$ cat src/rtl/dram_steer_pkg.sv
// Shared encodings for the phase command steerer.
package dram_steer_pkg;

    localparam int SEL_W     = 2;
    localparam int SRC_COUNT = 4;

    // Select code per phase; the numeric values are the source array index.
    typedef enum logic [SEL_W-1:0] {
        SRC_IDLE = 2'd0,
        SRC_CMD  = 2'd1,
        SRC_REQ  = 2'd2,
        SRC_REF  = 2'd3
    } steer_src_e;

endpackage

$ cat src/rtl/steer_cmd_gate.sv
// Converts one source's active-high command bits into active-low strobes
// and data enables, gated by valid and ready.
// Assumes: is_idle marks the no-operation slot, whose bits are ignored.
module steer_cmd_gate (
    input  logic is_idle,
    input  logic valid,
    input  logic ready,
    input  logic cas,
    input  logic ras,
    input  logic we,
    input  logic is_read,
    input  logic is_write,
    output logic issue,
    output logic cas_n,
    output logic ras_n,
    output logic we_n,
    output logic rden,
    output logic wren
);

    // Decide whether the command leaves, then invert or park the strobes.
    always_comb begin
        issue = !is_idle && valid && ready;
        cas_n = issue ? ~cas : 1'b1;
        ras_n = issue ? ~ras : 1'b1;
        we_n  = issue ? ~we  : 1'b1;
        rden  = issue && is_read;
        wren  = issue && is_write;
    end

endmodule

$ cat src/rtl/steer_rank_split.sv
// Splits a bank-address field into device bank bits and active-low chip
// selects. With one rank the whole field is the bank and cs_n is 0.
// Assumes: the rank number sits in the top bits of the field.
module steer_rank_split #(
    parameter int BA_W       = 3,
    parameter int NUM_RANKS  = 2,
    localparam int RANK_W     = (NUM_RANKS > 1) ? $clog2(NUM_RANKS) : 0,
    localparam int BANK_OUT_W = BA_W - RANK_W
) (
    input  logic [BA_W-1:0]       ba,
    input  logic                  all_ranks,
    output logic [BANK_OUT_W-1:0] bank,
    output logic [NUM_RANKS-1:0]  cs_n
);

    generate
        if (NUM_RANKS > 1) begin : g_multi
            logic [RANK_W-1:0] rank;
            // Separate rank and bank bits, decode one-hot, force all on refresh.
            always_comb begin
                rank = ba[BA_W-1 -: RANK_W];
                bank = ba[BANK_OUT_W-1:0];
                if (all_ranks)
                    cs_n = '0;
                else
                    cs_n = ~(NUM_RANKS'(1) << rank);
            end
        end else begin : g_single
            // Pass the full field through; the single rank stays selected.
            always_comb begin
                bank = ba;
                cs_n = '0;
                if (all_ranks) cs_n = '0;
            end
        end
    endgenerate

endmodule

$ cat src/rtl/steer_phase_lane.sv
// One command phase: selects a source, gates and decodes it, registers the result.
// Assumes: source arrays are indexed by the select code.
module steer_phase_lane import dram_steer_pkg::*; #(
    parameter int ADDR_W     = 13,
    parameter int BA_W       = 3,
    parameter int NUM_RANKS  = 2,
    localparam int RANK_W     = (NUM_RANKS > 1) ? $clog2(NUM_RANKS) : 0,
    localparam int BANK_OUT_W = BA_W - RANK_W
) (
    input  logic                        clk,
    input  logic                        rst_n,
    input  logic [SEL_W-1:0]            sel,
    input  logic [SRC_COUNT-1:0]        src_valid,
    input  logic [SRC_COUNT-1:0]        src_ready,
    input  logic [SRC_COUNT-1:0]        src_cas,
    input  logic [SRC_COUNT-1:0]        src_ras,
    input  logic [SRC_COUNT-1:0]        src_we,
    input  logic [SRC_COUNT-1:0]        src_is_read,
    input  logic [SRC_COUNT-1:0]        src_is_write,
    input  logic [SRC_COUNT*ADDR_W-1:0] src_addr,
    input  logic [SRC_COUNT*BA_W-1:0]   src_ba,
    output logic [ADDR_W-1:0]           addr_q,
    output logic [BANK_OUT_W-1:0]       bank_q,
    output logic [NUM_RANKS-1:0]        cs_n_q,
    output logic                        cas_n_q,
    output logic                        ras_n_q,
    output logic                        we_n_q,
    output logic                        rden_q,
    output logic                        wren_q
);

    logic              m_valid, m_ready, m_cas, m_ras, m_we, m_rd, m_wr;
    logic [ADDR_W-1:0] m_addr;
    logic [BA_W-1:0]   m_ba;
    logic              is_idle, is_ref, issue;
    logic              cas_n_d, ras_n_d, we_n_d, rden_d, wren_d;
    logic [BANK_OUT_W-1:0] bank_d;
    logic [NUM_RANKS-1:0]  cs_n_d;

    // Pick the fields of the selected source.
    always_comb begin
        m_valid = src_valid[sel];
        m_ready = src_ready[sel];
        m_cas   = src_cas[sel];
        m_ras   = src_ras[sel];
        m_we    = src_we[sel];
        m_rd    = src_is_read[sel];
        m_wr    = src_is_write[sel];
        m_addr  = src_addr[sel*ADDR_W +: ADDR_W];
        m_ba    = src_ba[sel*BA_W +: BA_W];
        is_idle = (sel == SRC_IDLE);
        is_ref  = (sel == SRC_REF);
    end

    steer_cmd_gate u_gate (
        .is_idle  (is_idle),
        .valid    (m_valid),
        .ready    (m_ready),
        .cas      (m_cas),
        .ras      (m_ras),
        .we       (m_we),
        .is_read  (m_rd),
        .is_write (m_wr),
        .issue    (issue),
        .cas_n    (cas_n_d),
        .ras_n    (ras_n_d),
        .we_n     (we_n_d),
        .rden     (rden_d),
        .wren     (wren_d)
    );

    steer_rank_split #(
        .BA_W      (BA_W),
        .NUM_RANKS (NUM_RANKS)
    ) u_rank (
        .ba        (m_ba),
        .all_ranks (is_ref && issue),
        .bank      (bank_d),
        .cs_n      (cs_n_d)
    );

    // Register the phase outputs; reset parks them inactive.
    always_ff @(posedge clk) begin
        if (!rst_n) begin
            addr_q  <= '0;
            bank_q  <= '0;
            cs_n_q  <= '1;
            cas_n_q <= 1'b1;
            ras_n_q <= 1'b1;
            we_n_q  <= 1'b1;
            rden_q  <= 1'b0;
            wren_q  <= 1'b0;
        end else begin
            addr_q  <= m_addr;
            bank_q  <= bank_d;
            cs_n_q  <= cs_n_d;
            cas_n_q <= cas_n_d;
            ras_n_q <= ras_n_d;
            we_n_q  <= we_n_d;
            rden_q  <= rden_d;
            wren_q  <= wren_d;
        end
    end

    // idle select leaves all strobes and enables inactive.
    a_r2_idle_quiet: assert property (@(posedge clk) disable iff (!rst_n)
        ($past(rst_n) && $past(sel) == SRC_IDLE)
        |-> (cas_n_q && ras_n_q && we_n_q && !rden_q && !wren_q));

    // a source lacking valid or ready produces no strobe.
    a_r3_no_handshake: assert property (@(posedge clk) disable iff (!rst_n)
        ($past(rst_n) && !($past(src_valid[sel]) && $past(src_ready[sel])))
        |-> (cas_n_q && ras_n_q && we_n_q));

    // address follows the selected source one cycle later.
    a_r4_addr_follows: assert property (@(posedge clk) disable iff (!rst_n)
        $past(rst_n) |-> addr_q == $past(src_addr[sel*ADDR_W +: ADDR_W]));

    // an issued refresh selects every rank.
    a_r8_refresh_all: assert property (@(posedge clk) disable iff (!rst_n)
        ($past(rst_n) && $past(sel) == SRC_REF && $past(src_valid[SRC_REF])
         && $past(src_ready[SRC_REF])) |-> cs_n_q == '0);

    // data enables never rise without a valid and ready source.
    a_r10_enable_gated: assert property (@(posedge clk) disable iff (!rst_n)
        ($past(rst_n) && !($past(src_valid[sel]) && $past(src_ready[sel])))
        |-> (!rden_q && !wren_q));

    generate
        if (NUM_RANKS > 1) begin : g_cs_chk
            // at most one rank selected outside an issued refresh.
            a_r7_cs_onehot: assert property (@(posedge clk) disable iff (!rst_n)
                ($past(rst_n) && $past(sel) != SRC_REF) |-> $onehot0(~cs_n_q));
        end
    endgenerate

endmodule

$ cat src/rtl/phase_cmd_steer.sv
// Multi-phase command steerer: one lane per phase plus static control lines.
// Assumes: source index in every src_* array equals the select code.
module phase_cmd_steer import dram_steer_pkg::*; #(
    parameter int NUM_PHASES = 4,
    parameter int NUM_RANKS  = 2,
    parameter int ADDR_W     = 13,
    parameter int BA_W       = 3,
    localparam int RANK_W     = (NUM_RANKS > 1) ? $clog2(NUM_RANKS) : 0,
    localparam int BANK_OUT_W = BA_W - RANK_W
) (
    input  logic                             clk,
    input  logic                             rst_n,
    input  logic [NUM_PHASES*SEL_W-1:0]      phase_sel,
    input  logic [SRC_COUNT-1:0]             src_valid,
    input  logic [SRC_COUNT-1:0]             src_ready,
    input  logic [SRC_COUNT-1:0]             src_cas,
    input  logic [SRC_COUNT-1:0]             src_ras,
    input  logic [SRC_COUNT-1:0]             src_we,
    input  logic [SRC_COUNT-1:0]             src_is_read,
    input  logic [SRC_COUNT-1:0]             src_is_write,
    input  logic [SRC_COUNT*ADDR_W-1:0]      src_addr,
    input  logic [SRC_COUNT*BA_W-1:0]        src_ba,
    output logic [NUM_PHASES*ADDR_W-1:0]     ph_addr,
    output logic [NUM_PHASES*BANK_OUT_W-1:0] ph_bank,
    output logic [NUM_PHASES*NUM_RANKS-1:0]  ph_cs_n,
    output logic [NUM_PHASES-1:0]            ph_cas_n,
    output logic [NUM_PHASES-1:0]            ph_ras_n,
    output logic [NUM_PHASES-1:0]            ph_we_n,
    output logic [NUM_PHASES-1:0]            ph_rden,
    output logic [NUM_PHASES-1:0]            ph_wren,
    output logic [NUM_PHASES*NUM_RANKS-1:0]  ph_cke,
    output logic [NUM_PHASES*NUM_RANKS-1:0]  ph_odt,
    output logic [NUM_PHASES-1:0]            ph_reset_n
);

    // Static control lines held at their run levels.
    assign ph_cke     = '1;
    assign ph_odt     = '1;
    assign ph_reset_n = '1;

    generate
        for (genvar p = 0; p < NUM_PHASES; p++) begin : g_lane
            steer_phase_lane #(
                .ADDR_W    (ADDR_W),
                .BA_W      (BA_W),
                .NUM_RANKS (NUM_RANKS)
            ) u_lane (
                .clk          (clk),
                .rst_n        (rst_n),
                .sel          (phase_sel[p*SEL_W +: SEL_W]),
                .src_valid    (src_valid),
                .src_ready    (src_ready),
                .src_cas      (src_cas),
                .src_ras      (src_ras),
                .src_we       (src_we),
                .src_is_read  (src_is_read),
                .src_is_write (src_is_write),
                .src_addr     (src_addr),
                .src_ba       (src_ba),
                .addr_q       (ph_addr[p*ADDR_W +: ADDR_W]),
                .bank_q       (ph_bank[p*BANK_OUT_W +: BANK_OUT_W]),
                .cs_n_q       (ph_cs_n[p*NUM_RANKS +: NUM_RANKS]),
                .cas_n_q      (ph_cas_n[p]),
                .ras_n_q      (ph_ras_n[p]),
                .we_n_q       (ph_we_n[p]),
                .rden_q       (ph_rden[p]),
                .wren_q       (ph_wren[p])
            );
        end
    endgenerate

endmodule

$ cat config.mk
export PLATFORM = sky130hd
export DESIGN_NAME = phase_cmd_steer
export DESIGN_NICKNAME = d
export VERILOG_FILES = /design/src/rtl/dram_steer_pkg.sv /design/src/rtl/steer_cmd_gate.sv /design/src/rtl/steer_rank_split.sv /design/src/rtl/steer_phase_lane.sv /design/src/rtl/phase_cmd_steer.sv
export SDC_FILE = /design/constraint.sdc
export NUM_CORES = 1
export LEC_CHECK = 0
export BUFFER_PORTS_ARGS = -buffer_cell sky130_fd_sc_hd__buf_4
export CAP_MARGIN = 30
export CORE_MARGIN = 2
export CORE_UTILIZATION = 52
export DETAILED_ROUTE_END_ITERATION = 7
export PLACE_DENSITY = 0.86
export SLEW_MARGIN = 10
export SYNTH_ARGS = -nofsm -noshare
export SYNTH_HDL_FRONTEND = slang
export SYNTH_SLANG_ARGS = --single-unit
export TNS_END_PERCENT = 30
$ cat constraint.sdc
create_clock -name clk -period 2.7 [get_ports clk]
set_clock_uncertainty 0.05 [all_clocks]
set_input_delay 0.54 -clock clk [delete_from_list [all_inputs] [get_ports clk]]
set_output_delay 0.54 -clock clk [all_outputs]
set_load 0.02 [all_outputs]
Word level (Yosys, flattened, before mapping)
Index checks and enable logic that the tools add are counted.
Word-level totals
  register bits after elaboration: 88
  bits of input ports: 102
  output and inout port bits: 108
  word-level logic and storage cells: 168
Operators by class
  $mul: 8
  order comparisons: 4
  eq/ne operators: 4
  shifts and indexed selects: 12
  multiplexer cells: 60
  bitwise operators: 16
  reduce and logical (&&, ||, !) cells: 32
Operators by type and width (number)
  variable part select 52 x 7 -> 13 bit: 4
  binary-select mux 1 bit (select 2 bit): 28
  variable part select 12 x 5 -> 3 bit: 4
  two-way mux 1 bit: 28
  multiplier 2 x 4 -> 6 bit (second input constant): 4
  logical AND 1 bit: 20
  multiplier 2 x 2 -> 4 bit (second input constant): 4
  < comparator 2 x 3 -> 1 bit (second input constant): 4
  inverter 1 bit: 12
  equality test 2 bit (second input constant): 4
  logical NOT 2 bit: 4
  two-way mux 2 bit: 4
  inverter 2 bit: 4
  AND reduction 2 bit: 4
  left shift 1 x 1 -> 2 bit (first input constant): 4
  logical NOT 1 bit: 4

Depth between registers and ports, before layout
  word-level depth: 6
  gate-level depth with buffers: 5

Hierarchy
Synthesis repeated with hierarchy kept, for this count alone.
Second synthesis, totals
  cells, all modules: 429
  area total of the unflattened synthesis: 5183.7 µm²
By module, submodules not included
  steer_phase_lane: instances 4, cells each 92, area an instance 1168.6 µm², sequential area each 440.4 µm²
  steer_cmd_gate: instances 4, cells each 6, area an instance 56.3 µm², sequential area each 0.0 µm²
  phase_cmd_steer: instances 1, cells each 21, area an instance 153.9 µm², sequential area each 0.0 µm²
  steer_rank_split: instances 4, cells each 4, area an instance 32.5 µm², sequential area each 0.0 µm²

Worst setup path before layout
No wires, ideal clock.
  kind: input-to-reg
  from: in phase_sel[0]
  to: reg g_lane[0].u_lane.addr_q[12]
  setup time: 115 ps
  arrival: 1429 ps
  path slack: 1106 ps
  cell stages on the path: 4
  buffers on the path: 2
  cell sequence: buf_6 > buf_8 > mux4_2 > and2_1
Between the ends
  word-level cells in the longest chain between the ends: 2
RTL lines
  start, declared: RTL line phase_cmd_steer.sv:13  | input logic [NUM_PHASES*SEL_W-1:0] phase_sel,
  multiplier 2 x 4 -> 6 bit: RTL line steer_phase_lane.sv:49  | m_addr = src_addr[sel*ADDR_W +: ADDR_W];
  variable part select 52 x 7 -> 13 bit: RTL line steer_phase_lane.sv:49
  end signal, assigned: RTL line steer_phase_lane.sv:94  | addr_q <= m_addr;
  end, declared: RTL line steer_phase_lane.sv:22  | output logic [ADDR_W-1:0] addr_q,
No other way between the ends.
A chain may end at the register's enable or synchronous reset.

Final worst setup path
  from: in phase_sel[6]
  to: reg g_lane[3].u_lane.wren_q
Between the ends
  word-level cells in the longest chain between the ends: 5
  elaborated cells between the ends (all ways): 11
  classes of those cells: 6 x mux; 5 x reduce/logical
RTL lines
  binary-select mux 1 bit (select 2 bit) / logical NOT 2 bit (equally long branches): RTL line steer_phase_lane.sv:42, steer_phase_lane.sv:51
  two-way mux 1 bit (not written as such) / logical NOT 1 bit (equally long branches): RTL line steer_phase_lane.sv:42, steer_cmd_gate.sv:23
  logical AND 1 bit (2 in a row): RTL line steer_cmd_gate.sv:23  | issue = !is_idle && valid && ready;
  logical AND 1 bit *: RTL line steer_cmd_gate.sv:28  | wren = issue && is_write;
  end signal, assigned: RTL line steer_phase_lane.sv:101  | wren_q <= wren_d;
  end, declared: RTL line steer_phase_lane.sv:29  | output logic wren_q
Mark *: on every way between the ends. The rest lies on a longest branch, timed or not. The select of a mux whose other input is x is not followed.

==> results_dict.tcl <==
set metrics [dict create \
    async_reset_ff_share_pct 0 \
    grt_setup_unrepaired "no" \
    ys_ff_latch 88 \
    dr.pass1.iters 4 \
    period_share_pct 60.4 \
    fin_tns_setup_ps 0 \
    setup_viol 0 \
    cts_buffer_depth 2 \
    postCtsSetupRepairBufs 0 \
    yosysTopAreaCellShare_pct 35.7 \
    combPwrFrac_pct 24.6 \
    hold_path_class "in2reg" \
    crit_fanout 24 \
    io_buffers 187 \
    antenna_cells 0 \
    cts_hold_buf 0 \
    busiest_layer "met2" \
    p_clk_share_pct 33.2 \
    numCtsBuffers 9 \
    p_leak_nw 2.69 \
    netSwitchingFraction_pct 26.9 \
    hold_viol 0 \
    cts.sinks 88 \
    start_kind "input pin" \
    synthCells 353 \
    drive_gt1_share_pct 54.9 \
    synth-main-ff-cell "dfxtp_1" \
    design.core.area_um2 9240 \
    met1_usage_pct 27.3 \
    cp-end-kind "register" \
    switchingPower_uw 900 \
    syn_avg_cell_area_um2 14.0 \
    fillers 677 \
    cts_max_level 3 \
    synth_edf_count 0 \
    drt_drc_violations_left 0 \
    place_congestion 0.801 \
    vias 3504 \
    use_met3_pct 4.97 \
    grt_pass1_vias 3424 \
    ys_types 17 \
    ys.warnings.count 0 \
    overflow 0 \
    cts.reportedPaths.clkPinSlew_ps 90 \
    grt_pass1_wl_mm 17.9 \
    seq_area_frac_synth_pct 35.7 \
    fin_crit_ps 1630 \
    drt_wl_total_mm 11.8 \
    die_x_um 101 \
    dieArea_um2 10300 \
    ios 210 \
    powerDensity_nw_per_um2 534 \
    tritoncts "built" \
    cp_data_required_time_ps 2940 \
    critical_path_arrival_ps 1870 \
    initial_utilization_pct 53.4 \
    internal-power_mw 2.45 \
    antenna_found_initial 0 \
    row_count 35 \
    drtIter0Drc 107 \
    synth_top_cells_by_count "88 x dfxtp_1, 72 x mux4_2, 68 x and2_1" \
    crit_type "in2reg" \
    vdd_drop_max_mv 0.268 \
    via_per_inst 5.50 \
    nets 605 \
    fp.dieH_um 101 \
    track_usage_pct 23.2 \
    wl_per_cell_um 18.6 \
    ant_nets 0 \
    seqPwrFrac_pct 42.2 \
    grt_max_degree 70 \
    power_mw 3.35 \
    slew_violations 0 \
    drv_cap 0 \
    synth_most_common_cell "dfxtp_1" \
    status "completed" \
    yosysTopAreaCell "dfxtp_1" \
    use_met2_pct 41.4 \
    synth_area_um2 4940 \
    cts-resized-gates 0 \
    area_growth_pct 27.0 \
    synth_area_leaders "dfxtp_1 36%, mux4_2 33%, and2_1 8.6%, mux4_1 6.4%, buf_4 6.1%" \
    hpwl_mm 8.31 \
    dpl.cell_count 621 \
    fmax_ghz 0.613 \
    stdcell_count 637 \
    root_buffer "clkbuf_8" \
]
==> critical path, stage by stage <==
cell	delay, ps
buf_4	400
nand4_1	280
a31oi_2	440
and2_1	190
==> per-stage QoR <==
step / hold slack (ps) / area [um^2] / util (%) / worst slack (ps)
floorplan: 720 / 5010 / - / 1110
global placement: 895 / 6020 / 65.2 / 754
detailed placement: 895 / 6020 / 65.2 / 718
CTS: 511 / 6270 / 67.9 / 1090
global route: 510 / 6270 / 67.9 / 1020
finish: 530 / 6270 / 67.9 / 1070
==> worst paths after layout <==
kind | slack (ps) | cells after the start | end | startpoint
min | 530 | 3 | g_lane[3].u_lane.we_n_q | src_we[2]
max | 1070 | 4 | g_lane[3].u_lane.wren_q | phase_sel[6]
==> cell families (layout without fill, tap and decap cells) <==
family,after synthesis,in the layout,share of synthesized area (%)
AND/OR/NAND/NOR,100,100,12.1
flip-flops,88,88,35.7
multiplexers,84,84,39.2
buffers and inverters,72,208,11.6
AO/OA/AOI/OAI,8,8,1.42
other,1,20,0.0759
==> area by class of cell <==
cell class / instances / area [um^2] / share of cell area [%]
multi-input combinational: 212 / 2680 / 42.7
sequential: 88 / 1760 / 28.1
timing repair buffer: 187 / 1400 / 22.4
tap: 129 / 161 / 2.57
clock buffer: 9 / 124 / 1.98
clock inverter: 7 / 124 / 1.98
inverter: 5 / 18.8 / 0.299
==> metal layers <==
metal	vias up	part of all wire, %
li1	1574	-
met4	0	2.7
met3	25	6.5
met5	-	0
met1	1719	37
met2	186	53
==> layout by cell type (no fill, tap or decap), types with 5 or more instances in the layout <==
cell type,instances
conb_1,20
clkbuf_8,9
buf_4,187
nand2_1,20
dfxtp_1,88
and2_1,68
mux4_2,72
nand4b_1,8
inv_1,5
mux4_1,12
==> power groups by stage <==
stage	clock, mW	sequential, mW	combinational (mW)
after floorplan	0	1.55	0.434
final	1.11	1.42	0.823
after detailed placement	0	1.45	0.825
after global placement	0	1.44	0.805
after CTS	1.14	1.42	0.828
after global routing	1.19	1.42	0.877
==> state kept, by name, summed over array words and instances (netlist names) <==
register	flops
g_lane.u_lane.wren_q	4
g_lane.u_lane.ras_n_q	4
g_lane.u_lane.we_n_q	4
g_lane.u_lane.cs_n_q	8
g_lane.u_lane.cas_n_q	4
g_lane.u_lane.rden_q	4
g_lane.u_lane.addr_q	52
g_lane.u_lane.bank_q	8
(Power assumes the default switching activity.)
